`src/rtl/codec_pwr_pkg.sv`:
```
package codec_pwr_pkg;
  typedef enum logic [1:0] {
    PS_DOWN   = 2'b00,
    PS_WAKE   = 2'b01,
    PS_ACTIVE = 2'b10
  } pwr_state_e;
endpackage

```
`src/rtl/pwr_sync.sv`:
```
module pwr_sync #(
  parameter int WIDTH  = 3,
  parameter int STAGES = 2
) (
  input  logic             clk_i,
  input  logic             rst_ni,
  input  logic [WIDTH-1:0] d_i,
  output logic [WIDTH-1:0] q_o
);
  logic [WIDTH-1:0] chain_q [STAGES];

  always_ff @(posedge clk_i or negedge rst_ni) begin
    if (!rst_ni) chain_q[0] <= '0;
    else         chain_q[0] <= d_i;
  end

  for (genvar s = 1; s < STAGES; s++) begin : g_stage
    always_ff @(posedge clk_i or negedge rst_ni) begin
      if (!rst_ni) chain_q[s] <= '0;
      else         chain_q[s] <= chain_q[s-1];
    end
  end

  assign q_o = chain_q[STAGES-1];
endmodule

```
`src/rtl/pwr_edge_det.sv`:
```
module pwr_edge_det #(
  parameter int WIDTH = 1,
  parameter bit BOTH  = 1'b0   // 1: any edge, 0: rising only
) (
  input  logic             clk_i,
  input  logic             rst_ni,
  input  logic [WIDTH-1:0] sig_i,
  output logic [WIDTH-1:0] edge_o
);
  logic [WIDTH-1:0] prev_q;

  always_ff @(posedge clk_i or negedge rst_ni) begin
    if (!rst_ni) prev_q <= '0;
    else         prev_q <= sig_i;
  end

  if (BOTH) begin : g_both
    assign edge_o = sig_i ^ prev_q;
  end else begin : g_rise
    assign edge_o = sig_i & ~prev_q;
  end
endmodule

```
`src/rtl/pwr_sat_timer.sv`:
```
// Saturating up-counter; restart clears it, done when it reaches LIMIT.
module pwr_sat_timer #(
  parameter int LIMIT = 4096
) (
  input  logic clk_i,
  input  logic rst_ni,
  input  logic restart_i,
  output logic done_o
);
  localparam int W = $clog2(LIMIT + 1);
  localparam logic [W-1:0] MAX = W'(LIMIT);

  logic [W-1:0] cnt_q;

  always_ff @(posedge clk_i or negedge rst_ni) begin
    if (!rst_ni)          cnt_q <= MAX;   // starts expired
    else if (restart_i)   cnt_q <= '0;
    else if (cnt_q != MAX) cnt_q <= cnt_q + 1'b1;
  end

  assign done_o = (cnt_q == MAX);
endmodule

```
`src/rtl/codec_pwr_seq.sv`:
```
module codec_pwr_seq
  import codec_pwr_pkg::*;
#(
  parameter int IDLE_TIMEOUT = 4096,
  parameter int TOGGLE_WIN   = 16,
  parameter int SYNC_STAGES  = 2
) (
  input  logic       clk_i,
  input  logic       rst_ni,
  input  logic       pdn_pin_i,
  input  logic       fsx_i,
  input  logic       fsr_i,
  output logic       core_en_o,
  output logic       pcm_oe_o,
  output logic [1:0] state_o
);
  logic [2:0] raw_in, sync_in;
  logic       pdn_s, pdn_edge, pin_static, idle_done;
  logic [1:0] fs_rise;
  logic       fsx_rise, fs_any_rise, pin_ok;

  assign raw_in = {pdn_pin_i, fsr_i, fsx_i};

  pwr_sync #(.WIDTH(3), .STAGES(SYNC_STAGES)) u_sync (
    .clk_i, .rst_ni, .d_i(raw_in), .q_o(sync_in)
  );

  assign pdn_s = sync_in[2];

  pwr_edge_det #(.WIDTH(2), .BOTH(1'b0)) u_fs_edge (
    .clk_i, .rst_ni, .sig_i(sync_in[1:0]), .edge_o(fs_rise)
  );

  pwr_edge_det #(.WIDTH(1), .BOTH(1'b1)) u_pin_edge (
    .clk_i, .rst_ni, .sig_i(pdn_s), .edge_o(pdn_edge)
  );

  // pin is "static" once no edge seen for TOGGLE_WIN cycles
  pwr_sat_timer #(.LIMIT(TOGGLE_WIN)) u_toggle_win (
    .clk_i, .rst_ni, .restart_i(pdn_edge), .done_o(pin_static)
  );

  assign fsx_rise    = fs_rise[0];
  assign fs_any_rise = |fs_rise;

  pwr_sat_timer #(.LIMIT(IDLE_TIMEOUT)) u_idle (
    .clk_i, .rst_ni, .restart_i(fs_any_rise), .done_o(idle_done)
  );

  // low level or clocking pin permits power-up
  assign pin_ok = !pdn_s || !pin_static;

  pwr_state_e state_q, state_d;
  logic       fsx_seen_q, fsx_seen_d;

  always_comb begin
    state_d    = state_q;
    fsx_seen_d = fsx_seen_q;
    unique case (state_q)
      PS_DOWN: begin
        fsx_seen_d = 1'b0;
        if (pin_ok && fs_any_rise) begin
          state_d    = PS_WAKE;
          fsx_seen_d = fsx_rise;
        end
      end
      PS_WAKE: begin
        if (!pin_ok || idle_done) begin
          state_d = PS_DOWN;
        end else if (fsx_rise) begin
          if (fsx_seen_q) state_d = PS_ACTIVE;
          fsx_seen_d = 1'b1;
        end
      end
      PS_ACTIVE: begin
        if (!pin_ok || idle_done) state_d = PS_DOWN;
      end
      default: state_d = PS_DOWN;
    endcase
  end

  always_ff @(posedge clk_i or negedge rst_ni) begin
    if (!rst_ni) begin
      state_q    <= PS_DOWN;
      fsx_seen_q <= 1'b0;
    end else begin
      state_q    <= state_d;
      fsx_seen_q <= fsx_seen_d;
    end
  end

  assign state_o   = state_q;
  assign core_en_o = (state_q != PS_DOWN);
  assign pcm_oe_o  = (state_q == PS_ACTIVE);
endmodule

```
`config.mk`:
```
export PLATFORM = sky130hd
export DESIGN_NAME = codec_pwr_seq
export DESIGN_NICKNAME = d
export VERILOG_FILES = /design/src/rtl/codec_pwr_pkg.sv /design/src/rtl/pwr_sync.sv /design/src/rtl/pwr_edge_det.sv /design/src/rtl/pwr_sat_timer.sv /design/src/rtl/codec_pwr_seq.sv
export SDC_FILE = /design/constraint.sdc
export NUM_CORES = 1
export LEC_CHECK = 0
export ABC_AREA = 1
export CORE_UTILIZATION = 45
export CTS_BUF_LIST = sky130_fd_sc_hd__clkbuf_8
export DETAILED_ROUTE_END_ITERATION = 10
export PLACE_DENSITY = 0.75
export SLEW_MARGIN = 20
export SYNTH_ARGS = -nofsm -noshare
export SYNTH_HDL_FRONTEND = slang
export SYNTH_SLANG_ARGS = --single-unit
```
`constraint.sdc`:
```
create_clock -name clk_i -period 4 [get_ports clk_i]
set_input_delay 0.6 -clock clk_i [delete_from_list [all_inputs] [get_ports clk_i]]
set_output_delay 0.6 -clock clk_i [all_outputs]
set_load 0.02 [all_outputs]
```
== Word level (Yosys, flattened, before mapping) ==
Index checks and enable logic that the tools add are counted.
Widths: inputs -> output; s select.
Storage, ports and cells
  bits in registers: 30
  logic and storage cells: 53
  bits of input ports: 5
  output and inout port bits: 4
Operators by class
  mux-type cells: 14
  eq/ne operators: 12
  bitwise gates (word level): 3
  reductions and logical operators: 14
  $add $sub $neg: 2
Operator list (count)
  $mux 13: 2
  $add 13x1->13 const B: 1
  $eq 13x13->1 const B: 1
  $ne 13x13->1 const B: 1
  $mux 2: 5
  $mux 5: 2
  $reduce_bool 2->1: 4
  $ne 2x2->1 const B: 3
  $ne 3x3->1 const B: 2
  $pmux 2 s3: 1
  $add 5x1->5 const B: 1
  $eq 5x5->1 const B: 1
  $ne 5x5->1 const B: 1
  $reduce_and 4->1: 1
  $logic_not 1->1: 3
  $mux 1: 3
  $reduce_and 3->1: 1
  $and 2x2->2: 1
  $eq 2x1->1 const B: 1
  $eq 2x2->1 const B: 1
  $logic_not 2->1: 1
  $logic_or 1x1->1: 2
  $ne 2x1->1 const B: 1
  $not 2->2: 1
  other kinds (4): 4

== Depth between registers and ports, before layout ==
Gate-level depths: netlist of the first run.
  word-level depth: 7
  mapped depth: 10
  mapped depth without buffers: 10

== Hierarchy ==
Synthesis of the first run repeated with hierarchy kept, for this count alone.
Second synthesis, totals
  cell total of the unflattened synthesis: 209
  area, all modules: 1610.3 um^2
By module, submodules not included
  pwr_sat_timer at u_idle: cells each 112, instances 1, area an instance 793.3 um^2, sequential area each 326.6 um^2
  pwr_sat_timer at u_toggle_win: cells each 37, instances 1, area an instance 285.3 um^2, sequential area each 126.4 um^2
  codec_pwr_seq: cells each 39, instances 1, area an instance 245.2 um^2, sequential area each 75.1 um^2
  pwr_sync: cells each 9, instances 1, area an instance 172.7 um^2, sequential area each 150.1 um^2
  pwr_edge_det at u_fs_edge: cells each 6, instances 1, area an instance 70.1 um^2, sequential area each 50.0 um^2
  pwr_edge_det at u_pin_edge: cells each 6, instances 1, area an instance 43.8 um^2, sequential area each 25.0 um^2

== Worst setup path after synthesis of the first run ==
OpenSTA, ideal clock, no wires.
  kind: flip-flop to output port
  start point: register state_q[1] (netlist: state_o[1])
  end point: output pcm_oe_o
  arrival time: 0.901 ns
  slack: 2.499 ns
  stages on the path, launching flop included: 3
  data required time: 3.400 ns
  buffers on the path: 0
  path through: dfrtp_1 inv_1 nor2_1
Between the ends
  longest elaborated chain between the ends: 1
RTL lines
  from (decl): RTL line codec_pwr_seq.sv:53  | pwr_state_e state_q, state_d;
  from (signal assigned): RTL line codec_pwr_seq.sv:87  | state_q <= state_d;
  $eq 2x2->1: RTL line codec_pwr_seq.sv:94  | assign pcm_oe_o = (state_q == PS_ACTIVE);
  to (decl): RTL line codec_pwr_seq.sv:14  | output logic pcm_oe_o,
Every way passes these cells.

== Worst setup path in the final report of the first run ==
  start point: register state_q[0] (netlist: state_o[0])
  end point: output core_en_o
Between the ends
  longest elaborated chain between the ends: 1
RTL lines
  $reduce_bool 2->1: RTL line codec_pwr_seq.sv:93  | assign core_en_o = (state_q != PS_DOWN);
  to (decl): RTL line codec_pwr_seq.sv:13  | output logic core_en_o,
Every way passes these cells.

==> results.ini, run 1 <==
[critical_path]
critPathSlowestCell=clkdlybuf4s50_1
cp_max_fo=6
reg2reg_to=state_o[1]
worstPathArrival_ns=1.65
critPathKind=flip-flop to output port
r2r_cells=9
r2r_start=u_toggle_win.cnt_q[0]
critPathTopFamily=buffers and inverters
reg2reg_slack_ns=2.52
cp_slowest_stage_delay_ns=0.55
cp-start-kind=flip-flop
cp_data_required_time_ns=3.40
cp-end-kind=output port
path_cells=nor2_1, inv_1, clkdlybuf4s50_1
crit_buf_inv=2

[worst_hold_path]
hold_start=u_sync.chain_q[4]
hold_path.class=flip-flop to flip-flop
whs_path_depth=0
holdPathEnd=u_sync.q_o[1]

[place]
dpl.hpwl_mm=1.97
gp_congestion=0.889
pre_cts_ws_ns=2.08
dpl-instance-area_um2=1640
io_buffers=8

[global_routing]
grt_start_max_net_pins=31
grtUsageTotal=0.186
grt_overflow_total=0
grt_pass1_wl_mm=4.80
grt_pass1_vias=1167
antenna_found_initial=0

[sta]
clock.fmax_mhz=445
maxSlewViolCount=0
finalCritPeriodShare=0.561
rsz0062_at_grt=false
period_minus_slack_ns=2.25
clock_skew_ns=0.00649
setup_ws_ns=1.75
setup_tns_ns=0
tightest_slew_ns=0.380
setup-violations-final=0
maxSlewHeadroom=0.747
hold_ws_ns=0.347
finalHoldViolations=0

[floorplanning]
start_util=0.483
rows=20
io_pins=9
die_w_um=59.7
die_area_um2=3560
die_h_um=59.7
coreArea_um2=3100

[pwr]
peakVddDrop_mv=0.217
switching_power_uw=272
power_density_nw_per_um2=502
pwr-share-clk=0.337
power.internal_uw=606
p_seq_frac=0.413
totalPowerFinal_uw=878
power.leakage_uw=0.000847
power.share.combinational=0.250
switching_share=0.310

[synth]
yosysSeqAreaShare=0.503
async_flop_share=1.00
synth_top_area_frac=0.468
yosys_warnings=0
synth_area_leaders=dfrtp_1 (47%), inv_1 (7.0%), nand2_1 (5.5%)
synth-seq-cells=30
synth_edf_count=0
synth_area_um2=1500
avgSynthCellArea_um2=8.91
synthFlopType=dfrtp_1
netlist_instances=168
yosys.area.top_type=dfrtp_1
synth_fp_nets=177
yosysUniqueCellTypes=27

[clock_tree]
cts_resized=0
ctsLongestPathBuffers=2
htreeDepth=2
postCtsHoldBufs=0
cts_setup_buffers=0
insertion_delay_ns=0.28
cts.clk_slew.worst_paths_ns=0.07
cts_tree=yes
cts_buffers=5
cts_sinks=30
root_buffer=clkbuf_8

[routing]
num_vias=1202
drt_iter0_markers=62
first_pass_iters=6
avgRoutedWirePerCell_um=12.2
drc=0
wirelength_mm=2.78
ant_nets=0
viasPerCell=5.25

[final_layout]
antenna_cells=0
drive_above_1_share=0.173
final_area_um2=1750
nets=193
synthToLayoutAreaGrowth_pct=16.8

[status]
status=finished, final reports clean

[flow_run]
cap_violations=0

registers in the layout (all words and copies together), names as in the netlist:
name	flops
u_fs_edge.prev_q	2
u_toggle_win.cnt_q	5
u_sync.chain_q	3
fsx_seen_q	1
u_sync.q_o	3
u_pin_edge.prev_q	1
u_idle.cnt_q	13
state_o	2
worst max path at each step:
stage                           from         to  slack, ns  cells past startpoint
after floorplan           state_o[1]   pcm_oe_o       2.50                      2
after global placement    state_o[0]  core_en_o       2.14                      3
after detailed placement  state_o[0]  core_en_o       2.08                      3
after global routing      state_o[0]  core_en_o       1.66                      3
after CTS                 state_o[0]  core_en_o       1.77                      3
final                     state_o[0]  core_en_o       1.75                      3
stage by stage:
stage                util  instances
floorplan               -        168
global placement    0.529        221
detailed placement  0.529        221
CTS                 0.564        229
global route        0.564        229
finish              0.564        229
cells by family (layout without fill, tap and decap cells):
group,Yosys count,after routing,synth area share
simple gates,76,76,0.275
flops,30,30,0.503
buf+inv,29,46,0.0735
compound gates,24,24,0.0861
xor+xnor,5,5,0.0292
fa+ha+maj,4,4,0.0334
power by group through the flow:
| stage | Clock (µW) | Combinational (µW) | Sequential (µW) |
|---|---|---|---|
| after floorplan | 0 | 138 | 371 |
| after global placement | 0 | 203 | 364 |
| after detailed placement | 0 | 219 | 367 |
| after CTS | 303 | 219 | 361 |
| after global routing | 317 | 242 | 366 |
| final | 296 | 219 | 363 |
cell type report:
class / instances / area [µm²]
Sequential cell: 30 / 753
Clock buffer: 5 / 68.8
Tap cell: 44 / 55.1
Multi-Input combinational cell: 109 / 634
Inverter: 29 / 110
Timing Repair Buffer: 9 / 87.6
Fill cell: 288 / 1350
Clock inverter: 3 / 40.0
per-layer routing:
metal	wire length, µm	vias up	global-route usage
met3	141	6	0.0693
met4	55	0	0.106
met2	1360	41	0.287
li1	-	569	-
met5	0	-	0
met1	1220	586	0.222
cell usage after synthesis, types with 2 or more instances:
| cell type | count |
|---|---|
| xor2_1 | 4 |
| nor2_4 | 3 |
| nor2_1 | 16 |
| nand2_1 | 22 |
| nand3_1 | 12 |
| nor2_2 | 5 |
| nand2_2 | 3 |
| nand4_2 | 2 |
| dfrtp_1 | 28 |
| dfstp_2 | 2 |
| nor3_1 | 3 |
| ha_1 | 4 |
| o21ai_0 | 8 |
| nand3_2 | 4 |
| nand4_1 | 2 |
| inv_1 | 28 |
| a21oi_1 | 10 |
| o21ai_1 | 3 |
layout by cell type, fill, tap and decap left out:
cell type | synthesis | final
inv_1 | 28 | 28
dfrtp_1 | 28 | 28
nand2_1 | 22 | 22
nor2_1 | 16 | 16
nand3_1 | 12 | 12
a21oi_1 | 10 | 10
o21ai_0 | 8 | 8
clkdlybuf4s50_1 | 0 | 8
nor2_2 | 5 | 5
clkbuf_8 | 0 | 5
nand3_2 | 4 | 4
xor2_1 | 4 | 4
ha_1 | 4 | 4
nor3_1 | 3 | 3
nor2_4 | 3 | 3
nand2_2 | 3 | 3
o21ai_1 | 3 | 3
clkinv_2 | 1 | 3
nand4_2 | 2 | 2
nand4_1 | 2 | 2
dfstp_2 | 2 | 2
xnor2_1 | 1 | 1
nor4b_1 | 1 | 1
o21ai_2 | 1 | 1
a21oi_2 | 1 | 1
nor4_1 | 1 | 1
nand2_4 | 1 | 1
and3_1 | 1 | 1
a31oi_1 | 1 | 1
bufinv_16 | 0 | 1
buf_4 | 0 | 1
(Power assumes the default switching activity.)
==> inputs of run 2 (changes only) <==
- clock period: 4 -> 2.3 ns (I/O delays scaled with it)
==> run 2 against run 1 <==
  * Cell count unchanged
  * Sequential cell count unchanged
  * Hold slack worse by 0.0011 ns
  * Clock power up 44%
  * Final area down 1.0%
  * Via count down 6.0%
  * Clock skew up 0.0039 ns
  * Register-to-register slack worse by 1.7 ns
  * Sequential share of layout area up 0.44 points
==> results.ini, run 2 (synthesis gave the netlist of run 1 again) <==
[floorplanning]
rows=20  ; unchanged
die_w_um=59.7  ; unchanged
coreArea_um2=3100  ; unchanged
die_area_um2=3560  ; unchanged
start_util=0.483  ; unchanged
die_h_um=59.7  ; unchanged
io_pins=9  ; unchanged

[routing]
drt_iter0_markers=57  ; -8.1%
ant_nets=0  ; unchanged
first_pass_iters=4  ; -2
viasPerCell=4.93  ; -6.0%
drc=0  ; unchanged
num_vias=1130  ; -6.0%
avgRoutedWirePerCell_um=11.5  ; -5.2%
wirelength_mm=2.64  ; -5.2%

[clock_tree]
cts_buffers=5  ; unchanged
cts_resized=0  ; unchanged
cts.clk_slew.worst_paths_ns=0.06  ; about the same
cts_setup_buffers=0  ; unchanged
root_buffer=clkbuf_8
postCtsHoldBufs=0  ; unchanged
insertion_delay_ns=0.28  ; about the same
htreeDepth=2  ; unchanged
ctsLongestPathBuffers=2  ; unchanged
cts_tree=yes
cts_sinks=30  ; unchanged

[final_layout]
register_area_um2=753  ; unchanged
multi_input_area_um2=634  ; unchanged
fillers=287  ; -0.35%
nets=193  ; unchanged
synthToLayoutAreaGrowth_pct=15.6
antenna_cells=0  ; unchanged
final_area_um2=1730  ; -1.0%
reg_top3=u_idle.cnt_q (13), u_toggle_win.cnt_q (5)
largest-register=u_idle.cnt_q
final_common_cell=inv_1
largest_reg_flops=13  ; unchanged
drive_above_1_share=0.168  ; -0.00541
final_cell_mix=inv_1 (29), dfrtp_1 (28), nand2_1 (22)

[critical_path]
cp-start-kind=flip-flop
cp_slowest_stage_delay_ns=0.55  ; about the same
critPathSlowestCell=clkdlybuf4s50_1
cp-end-kind=output port
cp_max_fo=6  ; unchanged
critPathTopFamily=buffers and inverters
worstPathArrival_ns=1.63  ; -0.02 ns
critPathKind=flip-flop to output port
cp_data_required_time_ns=1.96  ; -1.44 ns
path_cells=nor2_1, inv_1, clkdlybuf4s50_1
critical_path_depth=3  ; unchanged
r2r_cells=9  ; unchanged
crit_buf_inv=2  ; unchanged

[sta]
maxSlewHeadroom=0.755  ; +0.00849
finalHoldViolations=0  ; unchanged
finalCritPeriodShare=0.861
period_minus_slack_ns=1.98
setup_tns_ns=0  ; unchanged
setup-violations-final=0  ; unchanged
maxSlewViolCount=0  ; unchanged
clock.fmax_mhz=505
rsz0062_at_grt=false
clock_skew_ns=0.0104  ; +0.00389 ns
tightest_slew_ns=0.367  ; -0.0127 ns
hold_ws_ns=0.346  ; -0.00114 ns

[pwr]
power_density_nw_per_um2=826  ; +65%
power.leakage_uw=0.000842  ; -0.65%
peakVddDrop_mv=0.367  ; +69%

[global_routing]
use_met2=0.297  ; +0.00952
grt_pass1_wl_mm=4.78  ; -0.29%
grt.busiest_layer=met2
grt_start_max_net_pins=31  ; unchanged
grtUsageTotal=0.182  ; -0.00377
grt_pass1_vias=1116  ; -4.4%
use_met3=0.0390  ; -0.0303
use_met1=0.231  ; +0.00951
antenna_found_initial=0  ; unchanged
grt_overflow_total=0  ; unchanged

[place]
gp_congestion=0.856  ; -3.7%
dpl-instance-area_um2=1640  ; unchanged
dpl.hpwl_mm=1.98  ; +0.48%
io_buffers=8  ; unchanged

[worst_hold_path]
whs_path_depth=0  ; unchanged
hold_path.class=flip-flop to flip-flop

[flow_run]
cap_violations=0  ; unchanged

[status]
status=finished, final reports clean

run 2: final timing paths:
| kind | start | end | slack [ns] |
|---|---|---|---|
| max in group asynchronous | rst_ni | u_toggle_win.cnt_q[4] | 1.54 |
| setup / recovery | state_o[0] | core_en_o | 0.32 |
| setup reg to reg | u_toggle_win.cnt_q[0] | state_o[1] | 0.85 |
| min in group asynchronous | rst_ni | u_toggle_win.cnt_q[3] | 0.44 |
| hold / removal | u_sync.chain_q[3] | u_sync.q_o[0] | 0.35 |
| hold reg to reg | u_sync.chain_q[3] | u_sync.q_o[0] | 0.35 |
run 2: power breakdown:
part	internal [µW]	total, µW	switching, µW
logic	157	376	218
clock network	236	427	191
registers	578	627	48.7
total	972	1430	458
run 2: cell type report:
| cell class | instances | area share |
|---|---|---|
| multi-input combinational | 109 | 0.366 |
| clock inverter | 2 | 0.00506 |
| timing repair buffer | 9 | 0.0506 |
| clock buffer | 6 | 0.0477 |
| inverter | 29 | 0.0636 |
| sequential | 30 | 0.435 |
| tap | 44 | 0.0318 |
run 2: layer usage:
layer  part of all wire  up-vias  routed length [µm]
li1                   -      574                   -
met1               0.47      525                1230
met2               0.47       26                1240
met3              0.048        5                 126
met4              0.016        0                  42
met5                  0        -                   0
run 2: metrics by stage:
stage           util  instances  total power [µW]  worst slack (ns)
2_1_floorplan      -        168               885              1.01
3_3_place_gp   0.529        221               987             0.703
3_5_place_dp   0.529        221              1010             0.620
4_1_cts        0.558        229              1440             0.314
5_1_grt        0.558        229              1510             0.232
6_report       0.558        229              1430             0.320
==> inputs of run 3 (changes only) <==
- REMOVE_ABC_BUFFERS: unset -> 1
- SETUP_SLACK_MARGIN: unset -> 0.1
==> results of run 3 <==
Final layout, timing and power as in run 2 (identical DEF).
